### src/rtl/vsm_pkg.sv
package vsm_pkg;
  localparam int unsigned VFIELD_W = 13;

  typedef struct packed {
    logic       lvl;
    logic       pos;
    logic       ovf;
    logic [4:0] cnt_hi;
  } vhi_t;
endpackage

### src/rtl/vsm_sync_edge.sv
module vsm_sync_edge #(
  parameter int unsigned STAGES = 2
) (
  input  logic clk_i,
  input  logic rst_ni,
  input  logic pin_i,
  output logic lvl_o,
  output logic rise_o,
  output logic fall_o
);
  logic [STAGES-1:0] chain_q;
  logic              prev_q;

  always_ff @(posedge clk_i or negedge rst_ni) begin
    if (!rst_ni) begin
      chain_q <= '0;
      prev_q  <= 1'b0;
    end else begin
      chain_q <= {chain_q[STAGES-2:0], pin_i};
      prev_q  <= chain_q[STAGES-1];
    end
  end

  assign lvl_o  = chain_q[STAGES-1];
  assign rise_o = lvl_o & ~prev_q;
  assign fall_o = ~lvl_o & prev_q;
endmodule

### src/rtl/vsm_tick_div.sv
module vsm_tick_div #(
  parameter int unsigned DIV = 48
) (
  input  logic clk_i,
  input  logic rst_ni,
  output logic tick_o
);
  localparam int unsigned CW = (DIV > 1) ? $clog2(DIV) : 1;
  localparam logic [CW-1:0] LAST = CW'(DIV - 1);

  logic [CW-1:0] cnt_q;

  always_ff @(posedge clk_i or negedge rst_ni) begin
    if (!rst_ni)            cnt_q <= '0;
    else if (cnt_q == LAST) cnt_q <= '0;
    else                    cnt_q <= cnt_q + 1'b1;
  end

  assign tick_o = (cnt_q == LAST);
endmodule

### src/rtl/vsm_polarity.sv
module vsm_polarity #(
  parameter int unsigned CW = 20
) (
  input  logic clk_i,
  input  logic rst_ni,
  input  logic lvl_i,
  input  logic rise_i,
  output logic pos_o
);
  localparam logic [CW-1:0] MAXV = '1;

  logic [CW-1:0] hi_q, lo_q;
  logic          seen_q, pos_q;

  always_ff @(posedge clk_i or negedge rst_ni) begin
    if (!rst_ni) begin
      hi_q   <= '0;
      lo_q   <= '0;
      seen_q <= 1'b0;
      pos_q  <= 1'b1;
    end else if (rise_i) begin
      // judge the span just closed, then count this high cycle
      if (seen_q) pos_q <= (hi_q < lo_q);
      seen_q <= 1'b1;
      hi_q   <= CW'(1);
      lo_q   <= '0;
    end else if (lvl_i) begin
      if (hi_q != MAXV) hi_q <= hi_q + 1'b1;
    end else begin
      if (lo_q != MAXV) lo_q <= lo_q + 1'b1;
    end
  end

  assign pos_o = pos_q;
endmodule

### src/rtl/vsm_period.sv
module vsm_period #(
  parameter int unsigned W        = 8,
  parameter bit          OVF_ZERO = 1'b1
) (
  input  logic         clk_i,
  input  logic         rst_ni,
  input  logic         en_i,
  input  logic         lead_i,
  output logic [W-1:0] val_o,
  output logic         ovf_o
);
  localparam logic [W:0] LIM = (W+1)'(1) << W;

  logic [W:0]   cnt_q;
  logic         sat_q, armed_q;
  logic [W-1:0] val_q;
  logic         ovf_q;
  logic [W-1:0] ovf_val;
  logic         live_ovf, edge_ovf, cap_ok;

  generate
    if (OVF_ZERO) begin : g_ovf_zero
      assign ovf_val = '0;
    end else begin : g_ovf_max
      assign ovf_val = '1;
    end
  endgenerate

  assign live_ovf = en_i & ~sat_q & (cnt_q == LIM) & ~lead_i;
  assign edge_ovf = lead_i & armed_q & sat_q;
  assign cap_ok   = lead_i & armed_q & ~sat_q;

  always_ff @(posedge clk_i or negedge rst_ni) begin
    if (!rst_ni) begin
      cnt_q   <= '0;
      sat_q   <= 1'b0;
      armed_q <= 1'b0;
    end else if (lead_i) begin
      cnt_q   <= en_i ? (W+1)'(1) : '0;
      sat_q   <= 1'b0;
      armed_q <= 1'b1;
    end else if (en_i && !sat_q) begin
      if (cnt_q == LIM) sat_q <= 1'b1;
      else              cnt_q <= cnt_q + 1'b1;
    end
  end

  always_ff @(posedge clk_i or negedge rst_ni) begin
    if (!rst_ni) begin
      val_q <= '0;
      ovf_q <= 1'b0;
    end else if (live_ovf || edge_ovf) begin
      val_q <= ovf_val;
      ovf_q <= 1'b1;
    end else if (cap_ok) begin
      val_q <= (cnt_q == '0) ? '0 : W'(cnt_q - 1'b1);
      ovf_q <= 1'b0;
    end
  end

  assign val_o = val_q;
  assign ovf_o = ovf_q;
endmodule

### src/rtl/vidsync_meter.sv
module vidsync_meter
  import vsm_pkg::*;
#(
  parameter int unsigned TICK_DIV    = 48,
  parameter int unsigned V_CNT_W     = 13,
  parameter int unsigned H_CNT_W     = 8,
  parameter int unsigned SYNC_STAGES = 2
) (
  input  logic               clk_i,
  input  logic               rst_ni,
  input  logic               hsync_i,
  input  logic               vsync_i,
  output logic [7:0]         v_lo_o,
  output logic [7:0]         v_hi_o,
  output logic [H_CNT_W-1:0] h_period_o
);
  localparam int unsigned POL_W = V_CNT_W + $clog2(TICK_DIV) + 1;

  logic v_lvl, v_rise, v_fall, v_pos, v_lead;
  logic h_lvl, h_rise, h_fall, h_pos, h_lead;
  logic tick;
  logic [V_CNT_W-1:0]  v_val;
  logic                v_ovf;
  logic [VFIELD_W-1:0] v_ext;
  vhi_t                v_hi;

  vsm_sync_edge #(.STAGES(SYNC_STAGES)) u_v_edge (
    .clk_i(clk_i), .rst_ni(rst_ni), .pin_i(vsync_i),
    .lvl_o(v_lvl), .rise_o(v_rise), .fall_o(v_fall)
  );

  vsm_sync_edge #(.STAGES(SYNC_STAGES)) u_h_edge (
    .clk_i(clk_i), .rst_ni(rst_ni), .pin_i(hsync_i),
    .lvl_o(h_lvl), .rise_o(h_rise), .fall_o(h_fall)
  );

  vsm_tick_div #(.DIV(TICK_DIV)) u_tick (
    .clk_i(clk_i), .rst_ni(rst_ni), .tick_o(tick)
  );

  vsm_polarity #(.CW(POL_W)) u_v_pol (
    .clk_i(clk_i), .rst_ni(rst_ni), .lvl_i(v_lvl), .rise_i(v_rise), .pos_o(v_pos)
  );

  vsm_polarity #(.CW(POL_W)) u_h_pol (
    .clk_i(clk_i), .rst_ni(rst_ni), .lvl_i(h_lvl), .rise_i(h_rise), .pos_o(h_pos)
  );

  assign v_lead = v_pos ? v_rise : v_fall;
  assign h_lead = h_pos ? h_rise : h_fall;

  vsm_period #(.W(V_CNT_W), .OVF_ZERO(1'b0)) u_v_per (
    .clk_i(clk_i), .rst_ni(rst_ni), .en_i(tick), .lead_i(v_lead),
    .val_o(v_val), .ovf_o(v_ovf)
  );

  vsm_period #(.W(H_CNT_W), .OVF_ZERO(1'b1)) u_h_per (
    .clk_i(clk_i), .rst_ni(rst_ni), .en_i(1'b1), .lead_i(h_lead),
    .val_o(h_period_o), .ovf_o()
  );

  assign v_ext = VFIELD_W'(v_val);

  always_comb begin
    v_hi.lvl    = v_lvl;
    v_hi.pos    = v_pos;
    v_hi.ovf    = v_ovf;
    v_hi.cnt_hi = v_ext[12:8];
  end

  assign v_lo_o = v_ext[7:0];
  assign v_hi_o = v_hi;
endmodule

### config.mk
export PLATFORM = sky130hd
export DESIGN_NAME = vidsync_meter
export DESIGN_NICKNAME = d
export VERILOG_FILES = /design/src/rtl/vsm_pkg.sv /design/src/rtl/vsm_sync_edge.sv /design/src/rtl/vsm_tick_div.sv /design/src/rtl/vsm_polarity.sv /design/src/rtl/vsm_period.sv /design/src/rtl/vidsync_meter.sv
export SDC_FILE = /design/constraint.sdc
export NUM_CORES = 1
export LEC_CHECK = 0
export ABC_AREA = 1
export ABC_CLOCK_PERIOD_IN_PS = 1770
export BUFFER_PORTS_ARGS = -buffer_cell sky130_fd_sc_hd__buf_2
export CORE_AREA = 2 2 172 174
export CTS_CLUSTER_SIZE = 12
export DETAILED_ROUTE_END_ITERATION = 10
export DIE_AREA = 0 0 174 176
export PLACE_DENSITY = 0.51
export SLEW_MARGIN = 10
export SYNTH_ARGS = -nofsm -noshare
export SYNTH_HDL_FRONTEND = slang
export SYNTH_SLANG_ARGS = --single-unit
### constraint.sdc
create_clock -name clk_i -period 1.77 [get_ports clk_i]
set_input_delay 0.354 -clock clk_i [delete_from_list [all_inputs] [get_ports clk_i]]
set_output_delay 0.354 -clock clk_i [all_outputs]
set_load 0.005 [all_outputs]
==> run summary, run 1 <==
Status = complete, no violations
VDD IR max = 0.6769 mV
Worst hold slack = 0.02730 ns
Residual DRC = 0
Largest net degree at the start of global routing = 60
CP Capture Point = u_h_pol.lo_q[5]$_DFFE_PN0P_
Min cycle time layout = 1.662 ns
Final setup viols = 0
Worst reg2reg endpoint = u_h_pol.lo_q[5]$_DFFE_PN0P_
Leak = 5.584 nW
Fmax = 601.8 MHz
Worst Path Arrival = 2.03 ns
Most used DFF post-synth = dfrtp_1
CP Launch Type = register
Post-synth cell types = 41
Fin. max-slew vios = 0
Pwr Density = 916.8 mW/mm²
Skew-Pair Late Insertion Delay = 0.44 ns
Row cnt = 62
DR vias/cell = 4.778
CTS Buffer Depth = 2
Top cells by area, synth = dfrtp_1, nand2_1, nand3_1
DR pass1 iterations = 5
CP max FO = 11
Starting Density = 34.84%
Share of the synthesized area in the top cell type = 35.98%
GRT Overall Usage = 17.13%
Mapped Area = 0.009946 mm²
Sequential-to-total area share from yosys stat = 36.51%
Slew @ Worst Pin = 0.4862 ns
Hold Fails Final Rpt = 0
Post-synth EDFFs = 0
Input/output buffers = 27
Slew Limit Headroom = 67.34%
Total CTS buffers = 17
Setup WS post-layout = 0.1083 ns
Final WL = 25150 µm
Syn Inst Count = 1370
Syn Area/Cell = 7.260 µm²
Post-route cell area = 0.01181 mm²
RD Place Congestion = 0.8535
Fillers = 3022
Post-place setup slack = -0.2092 ns
Total power = 0.01083 W
Via Count = 8939
Area delta synth->final = 18.72%
WP data required = 2.14 ns
Asr flop ratio synth = 100.0%
Die Height = 176 µm
Clk slew on worst S/H paths = 0.07 ns
CP Class = register to register
HP Start = hsync_i
Die Span X = 174 µm
Root Driver = clkbuf_16
Post-DP Area = 0.01102 mm²
Yosys warnings = 0
FF-to-FF setup slack = 0.11 ns
Share of cells above drive strength 1 = 17.82%
Seq cells post-synth = 145
Clock Skews = 0.008924 ns
Die ar. = 0.03062 mm²
CTS tree = done
Clock sink total = 145
Tcrit/Tclk final = 93.88%
Antenna Cells = 0
H-Tree Level Count = 4
RSZ-0062 raised after global routing = yes
Vias in the first global route = 8555
First-pass GRT wire length = 42900 µm
Worst min-delay path category = input port to register
Largest area contributor in the netlist = dfrtp_1
Routed Antenna Nets = 0
Boundary Pins = 28
Initial antenna violation count = 0
Worst Setup End Kind = register
DP HPWL = 18760 µm
CORE AREA = 0.02855 mm²
Mapped Nets = 1423
Remaining Overflow, GRT = 0
Reg-to-Reg Start = u_h_pol.lo_q[0]$_DFFE_PN0P_
Total of max-cap violations = 0
Iter 0 DRT Violations = 546
Register-to-Register Path Depth = 10
Setup TNS = 0 ns
# nets final = 1527
CP startpoint = u_h_pol.lo_q[0]$_DFFE_PN0P_
Per-cell routed wire length = 13.44 µm
## final cells by class
| cell class | count | area (µm²) | share of cell area [%] |
|---|---|---|---|
| Multi-Input combinational cell | 1058 | 5645 | 47.81 |
| Sequential cell | 145 | 3636 | 30.79 |
| Timing Repair Buffer | 116 | 909.6 | 7.704 |
| Inverter | 135 | 529.3 | 4.482 |
| Tap cell | 384 | 480.5 | 4.069 |
| Clock buffer | 17 | 425.4 | 3.603 |
| Clock inverter | 15 | 172.7 | 1.462 |
| Timing Repair inverter | 1 | 8.758 | 0.07418 |
## registers in the layout, indices dropped and copies added, names as in the netlist, 6 cells and up
name,count
u_h_per.cnt_q,9
u_v_pol.hi_q,20
u_v_per.val_o,13
u_h_pol.lo_q,20
u_h_per.val_o,8
u_v_pol.lo_q,20
u_h_pol.hi_q,20
u_tick.cnt_q,6
u_v_per.cnt_q,14
## critical path, stage by stage, from the launching register on
cell	delay, ns
dfrtp_1	0.36
ha_1	0.20
nand2_1	0.09
nor2_4	0.10
nand2_2	0.09
nor2_4	0.14
nand2_2	0.07
nand2_4	0.14
nand2_8	0.11
buf_4	0.19
o21ai_2	0.09
## how the worst min path moves through the flow
stage                                                to  slack, ns  cells after the start
after floorplan           u_h_edge.chain_q[0]$_DFF_PN0_       0.06                      0
after global placement      u_h_pol.lo_q[9]$_DFFE_PN0P_       0.21                      1
after detailed placement    u_h_pol.lo_q[1]$_DFFE_PN0P_       0.21                      1
after CTS                 u_h_edge.chain_q[0]$_DFF_PN0_       0.01                      1
after global routing      u_h_edge.chain_q[0]$_DFF_PN0_       0.02                      1
final                     u_h_edge.chain_q[0]$_DFF_PN0_       0.03                      1
## metal layers
layer / vias to the layer above / share of wire (%) / track usage [%] / wire (µm)
met5: - / 0 / 0 / 0
met4: 0 / 1.4 / 4.517 / 361
met3: 36 / 2.3 / 2.885 / 574
met2: 109 / 47 / 28.74 / 11830
met1: 4115 / 49 / 22.96 / 12390
li1: 4679 / - / - / -
## synthesized netlist by cell type, types with 11 or more instances
master and number:
xor2_1 40, nand3_2 14, nor3_1 17, dfrtp_1 143, inv_1 125, o21ai_0 49, nand4_1 53, or2_2 12
nand2_2 13, o21ai_2 19, buf_2 12, a21oi_1 25, ha_1 49, nand2_1 417, nand3_1 138, nor2_1 153
o21ai_1 11
## what timing repair did
action / CTS / global route
gates resized for setup: 2 / 36
buffers inserted: 0 / 3
hold buffers: 2 / 0
endpoints found under the hold margin: 13 / 0
pin swaps: 0 / 3
setup endpoints to repair: 13 / 106
gates cloned: 0 / 1
## report_power, final
part	switching, W	total [W]	internal, W	leakage, nW
clock	0.00164	0.00376	0.00212	0.289
combinational	0.00184	0.00312	0.00128	3.37
sequential	0.000255	0.00395	0.00369	1.93
## cells by family after synthesis
family	Yosys count	synth area share [%]
buffers and inverters	167	7.812
DFF	145	36.51
AOI/OAI and AO/OA	123	7.775
xor gates and xnor gates	42	3.699
adders and majority gates	49	6.164
and+or+nand+nor	844	38.04
## stage by stage
stage          cells  utilization (%)
4_1_cts         1867            40.80
6_report        1871            41.36
3_5_place_dp    1833            38.61
3_3_place_gp    1833            38.61
2_1_floorplan   1370                -
5_1_grt         1871            41.36
## cells in the final DEF, fill, tap and decap left out, types with 3 or more instances in the layout
cell and instances:
a21oi_1 25, buf_12 7, buf_2 26, buf_4 78
buf_6 3, clkbuf_16 17, dfrtp_1 139, dfrtp_2 4
ha_1 45, ha_2 4, inv_1 124, inv_2 6
inv_6 8, nand2_1 414, nand2_2 14, nand2_4 6
nand2_8 4, nand3_1 136, nand3_2 16, nand4_1 53
nor2_1 147, nor2_2 11, nor2_4 10, nor3_1 17
o21ai_0 49, o21ai_1 11, o21ai_2 19, o21ai_4 3
o21bai_1 8, o22ai_2 3, or2_2 12, xor2_1 40
(Power assumes the default switching activity.)
==> inputs of run 2 (changes only) <==
--- a/config.mk
+++ b/config.mk
@@ -12,7 +12,7 @@
 export CTS_CLUSTER_SIZE = 12
 export DETAILED_ROUTE_END_ITERATION = 10
 export DIE_AREA = 0 0 174 176
-export PLACE_DENSITY = 0.51
+export PLACE_DENSITY = 0.63
 export SLEW_MARGIN = 10
 export SYNTH_ARGS = -nofsm -noshare
 export SYNTH_HDL_FRONTEND = slang
==> run 2 against run 1 <==
Fmax shrank 1.6%. Sequential cell count unchanged. Global-route usage fell by 0.21 points. Routed wire length decreased by 1.0%. Setup slack got worse by 0.026 ns. Register-to-register slack worse by 0.03 ns. Non-clock buffer count is 5 higher. Via count rose by 2.2%. Die area unchanged. Critical endpoint is now u_v_per.val_o[0]$_DFFE_PN0P_. Largest power group unchanged. Highest routed layer unchanged.
==> run summary, run 2 (synthesis gave the netlist of run 1 again) <==
Residual DRC = 0 (unchanged)
Leak = 5.611 nW (was 5.584 nW)
DR pass1 iterations = 5 (unchanged)
Remaining Overflow, GRT = 0 (unchanged)
Antenna Cells = 0 (unchanged)
Boundary Pins = 28 (unchanged)
Clock sink total = 145 (unchanged)
CORE AREA = 0.02855 mm² (unchanged)
Critical-path top delay cell = dfstp_2 (was dfrtp_1)
Iter 0 DRT Violations = 564 (was 546)
Total CTS buffers = 17 (unchanged)
DR top layer = met4 (unchanged)
Min cycle time layout = 1.688 ns (was 1.662 ns)
Cell Count, Final, Fillers Out = 1874 (was 1871)
Setup TNS = 0 ns (unchanged)
Clock Skews = 0.009083 ns (was 0.008924 ns)
Total of max-cap violations = 0 (unchanged)
Pwr Density = 911.9 mW/mm² (was 916.8 mW/mm²)
WP data required = 2.08 ns (was 2.14 ns)
Worst Path Arrival = 2.00 ns (was 2.03 ns)
Die Height = 176 µm (unchanged)
Initial antenna violation count = 0 (unchanged)
CTS tree = done (unchanged)
Skew-Pair Late Insertion Delay = 0.43 ns (was 0.44 ns)
Fin. max-slew vios = 0 (unchanged)
Row cnt = 62 (unchanged)
Starting Density = 34.84% (unchanged)
Area delta synth->final = 19.20% (was 18.72%)
Pint = 0.007208 W (was 0.007089 W)
VDD IR max = 0.5011 mV (was 0.6769 mV)
Root Driver = clkbuf_16 (unchanged)
Hold Fails Final Rpt = 0 (unchanged)
CP Class = register to register (unchanged)
Per-cell routed wire length = 13.28 µm (was 13.44 µm)
Commonest non-fill, non-tap cells in the layout = nand2_1, nor2_1, dfrtp_1 (unchanged)
WL met1 = 11810 µm (was 12390 µm)
Largest net degree at the start of global routing = 39 (was 60)
RD Place Congestion = 0.8940 (was 0.8535)
Power share of the clock group = 34.8% (about the same)
Combinational share of power = 28.4% (was 28.8%)
Via Count = 9132 (was 8939)
Flop pwr share = 36.8% (was 36.5%)
# nets final = 1531 (was 1527)
Worst Setup End Kind = register (unchanged)
Sw Pwr = 0.003603 W (was 0.003737 W)
Cells along the critical path = inv_1, o21ai_4, nand2_2, buf_4, nand3_1, nand3_2 (was ha_1, nand2_1, nor2_4, nand2_2, nor2_4, nand2_2, nand2_4, nand2_8, buf_4, o21ai_2)
Met2 routed WL = 12040 µm (was 11830 µm)
Worst hold slack = 0.02629 ns (was 0.02730 ns)
Vias in the first global route = 8972 (was 8555)
Switching part of the total power = 33.32% (was 34.52%)
CP Launch Type = register (unchanged)
Routed Antenna Nets = 0 (unchanged)
Die Span X = 174 µm (unchanged)
First-pass GRT wire length = 42990 µm (was 42900 µm)
Delay-heaviest family, CP = flip-flops (was simple AND/OR/NAND/NOR gates)
FF-to-FF setup slack = 0.08 ns (was 0.11 ns)
GRT Overall Usage = 16.92% (was 17.13%)
Fmax = 592.4 MHz (was 601.8 MHz)
Final setup viols = 0 (unchanged)
Input/output buffers = 27 (unchanged)
Status = complete, no violations (unchanged)
H-Tree Level Count = 4 (unchanged)
CTS Buffer Depth = 2 (unchanged)
Max incr delay on CP = 0.55 ns (was 0.36 ns)
Slew Limit Headroom = 69.76% (was 67.34%)
DR WL met3 = 723 µm (was 574 µm)
Inst Count DP = 1832 (was 1833)
Slew @ Worst Pin = 0.4501 ns (was 0.4862 ns)
Worst min-delay path category = input port to register (unchanged)
Clk slew on worst S/H paths = 0.06 ns (was 0.07 ns)
CP max FO = 14 (was 11)
Crit path buf inv count = 2 (was 1)
DR vias/cell = 4.873 (was 4.778)
Commonest non-fill, non-tap cell in the layout = nand2_1 (unchanged)
Share of cells above drive strength 1 = 18.05% (was 17.82%)
Die ar. = 0.03062 mm² (unchanged)
Final WL = 24900 µm (was 25150 µm)
Tcrit/Tclk final = 95.37% (was 93.88%)
DP HPWL = 18430 µm (was 18760 µm)
## run 2: changes by cell type in the layout (fill, tap and decap cells not counted), sizes merged
| cell | previous run | this run |
|---|---|---|
| clkinvlp | 2 | 4 |
| inv | 142 | 135 |
| buf | 114 | 119 |
| clkbuf | 17 | 19 |
| bufinv | 2 | 3 |
| clkinv | 5 | 6 |
| dlygate4sd3 | 2 | 1 |
## run 2: power groups by stage
stage | Combinational [W] | Clock, W | Sequential (W)
floorplan | 0.00193 | 0 | 0.00401
global placement | 0.00288 | 0 | 0.00402
detailed placement | 0.00294 | 0 | 0.00403
CTS | 0.00298 | 0.00384 | 0.00397
global route | 0.00350 | 0.00398 | 0.00402
finish | 0.00307 | 0.00376 | 0.00398
## run 2: worst paths after layout
path,from,end,cells past startpoint
max,u_v_pol.pos_o$_DFFE_PN1P_,u_v_per.val_o[0]$_DFFE_PN0P_,6
min reg2reg,u_v_edge.chain_q[0]$_DFF_PN0_,u_v_edge.chain_q[1]$_DFF_PN0_,0
max in group asynchronous,rst_ni,u_v_pol.pos_o$_DFFE_PN1P_,3
min,vsync_i,u_v_edge.chain_q[0]$_DFF_PN0_,1
max reg2reg,u_v_pol.pos_o$_DFFE_PN1P_,u_v_per.val_o[0]$_DFFE_PN0P_,6
min in group asynchronous,rst_ni,u_v_pol.hi_q[17]$_DFFE_PN0P_,2
## run 2: timing repair
action / in CTS / in global routing
buffers inserted: 0 / 9
endpoints found under the setup margin: 22 / 92
gates resized for setup: 3 / 32
pin swaps: 1 / 6
hold buffers: 1 / 0
hold endpoints to repair: 32 / 0
cloned: 0 / 1
## run 2: final cells by class
class / instances / area [µm²]
Tap cell: 384 / 480.5
Clock inverter: 13 / 161.4
Inverter: 135 / 524.3
Multi-Input combinational cell: 1058 / 5644
Clock buffer: 18 / 439.2
Timing Repair Buffer: 121 / 970.9
Fill cell: 2962 / 16690
Sequential cell: 145 / 3635
## run 2: per-stage QoR
stage / setup WS [ns] / power, W / utilization (%) / instance area (µm²)
2_1_floorplan: 0.1301 / 0.005934 / - / 9946
3_3_place_gp: -0.2237 / 0.006902 / 38.59 / 11020
3_5_place_dp: -0.2022 / 0.006968 / 38.59 / 11020
4_1_cts: 0.004232 / 0.01078 / 40.78 / 11640
5_1_grt: -0.04183 / 0.01149 / 41.53 / 11860
6_report: 0.08194 / 0.01081 / 41.53 / 11860
## run 2: metal layers
layer | global-route usage, % | up-vias
met5 | 0 | -
met4 | 4.237 | 0
met3 | 2.778 | 31
met2 | 29.02 | 151
met1 | 22.32 | 4277
li1 | - | 4673
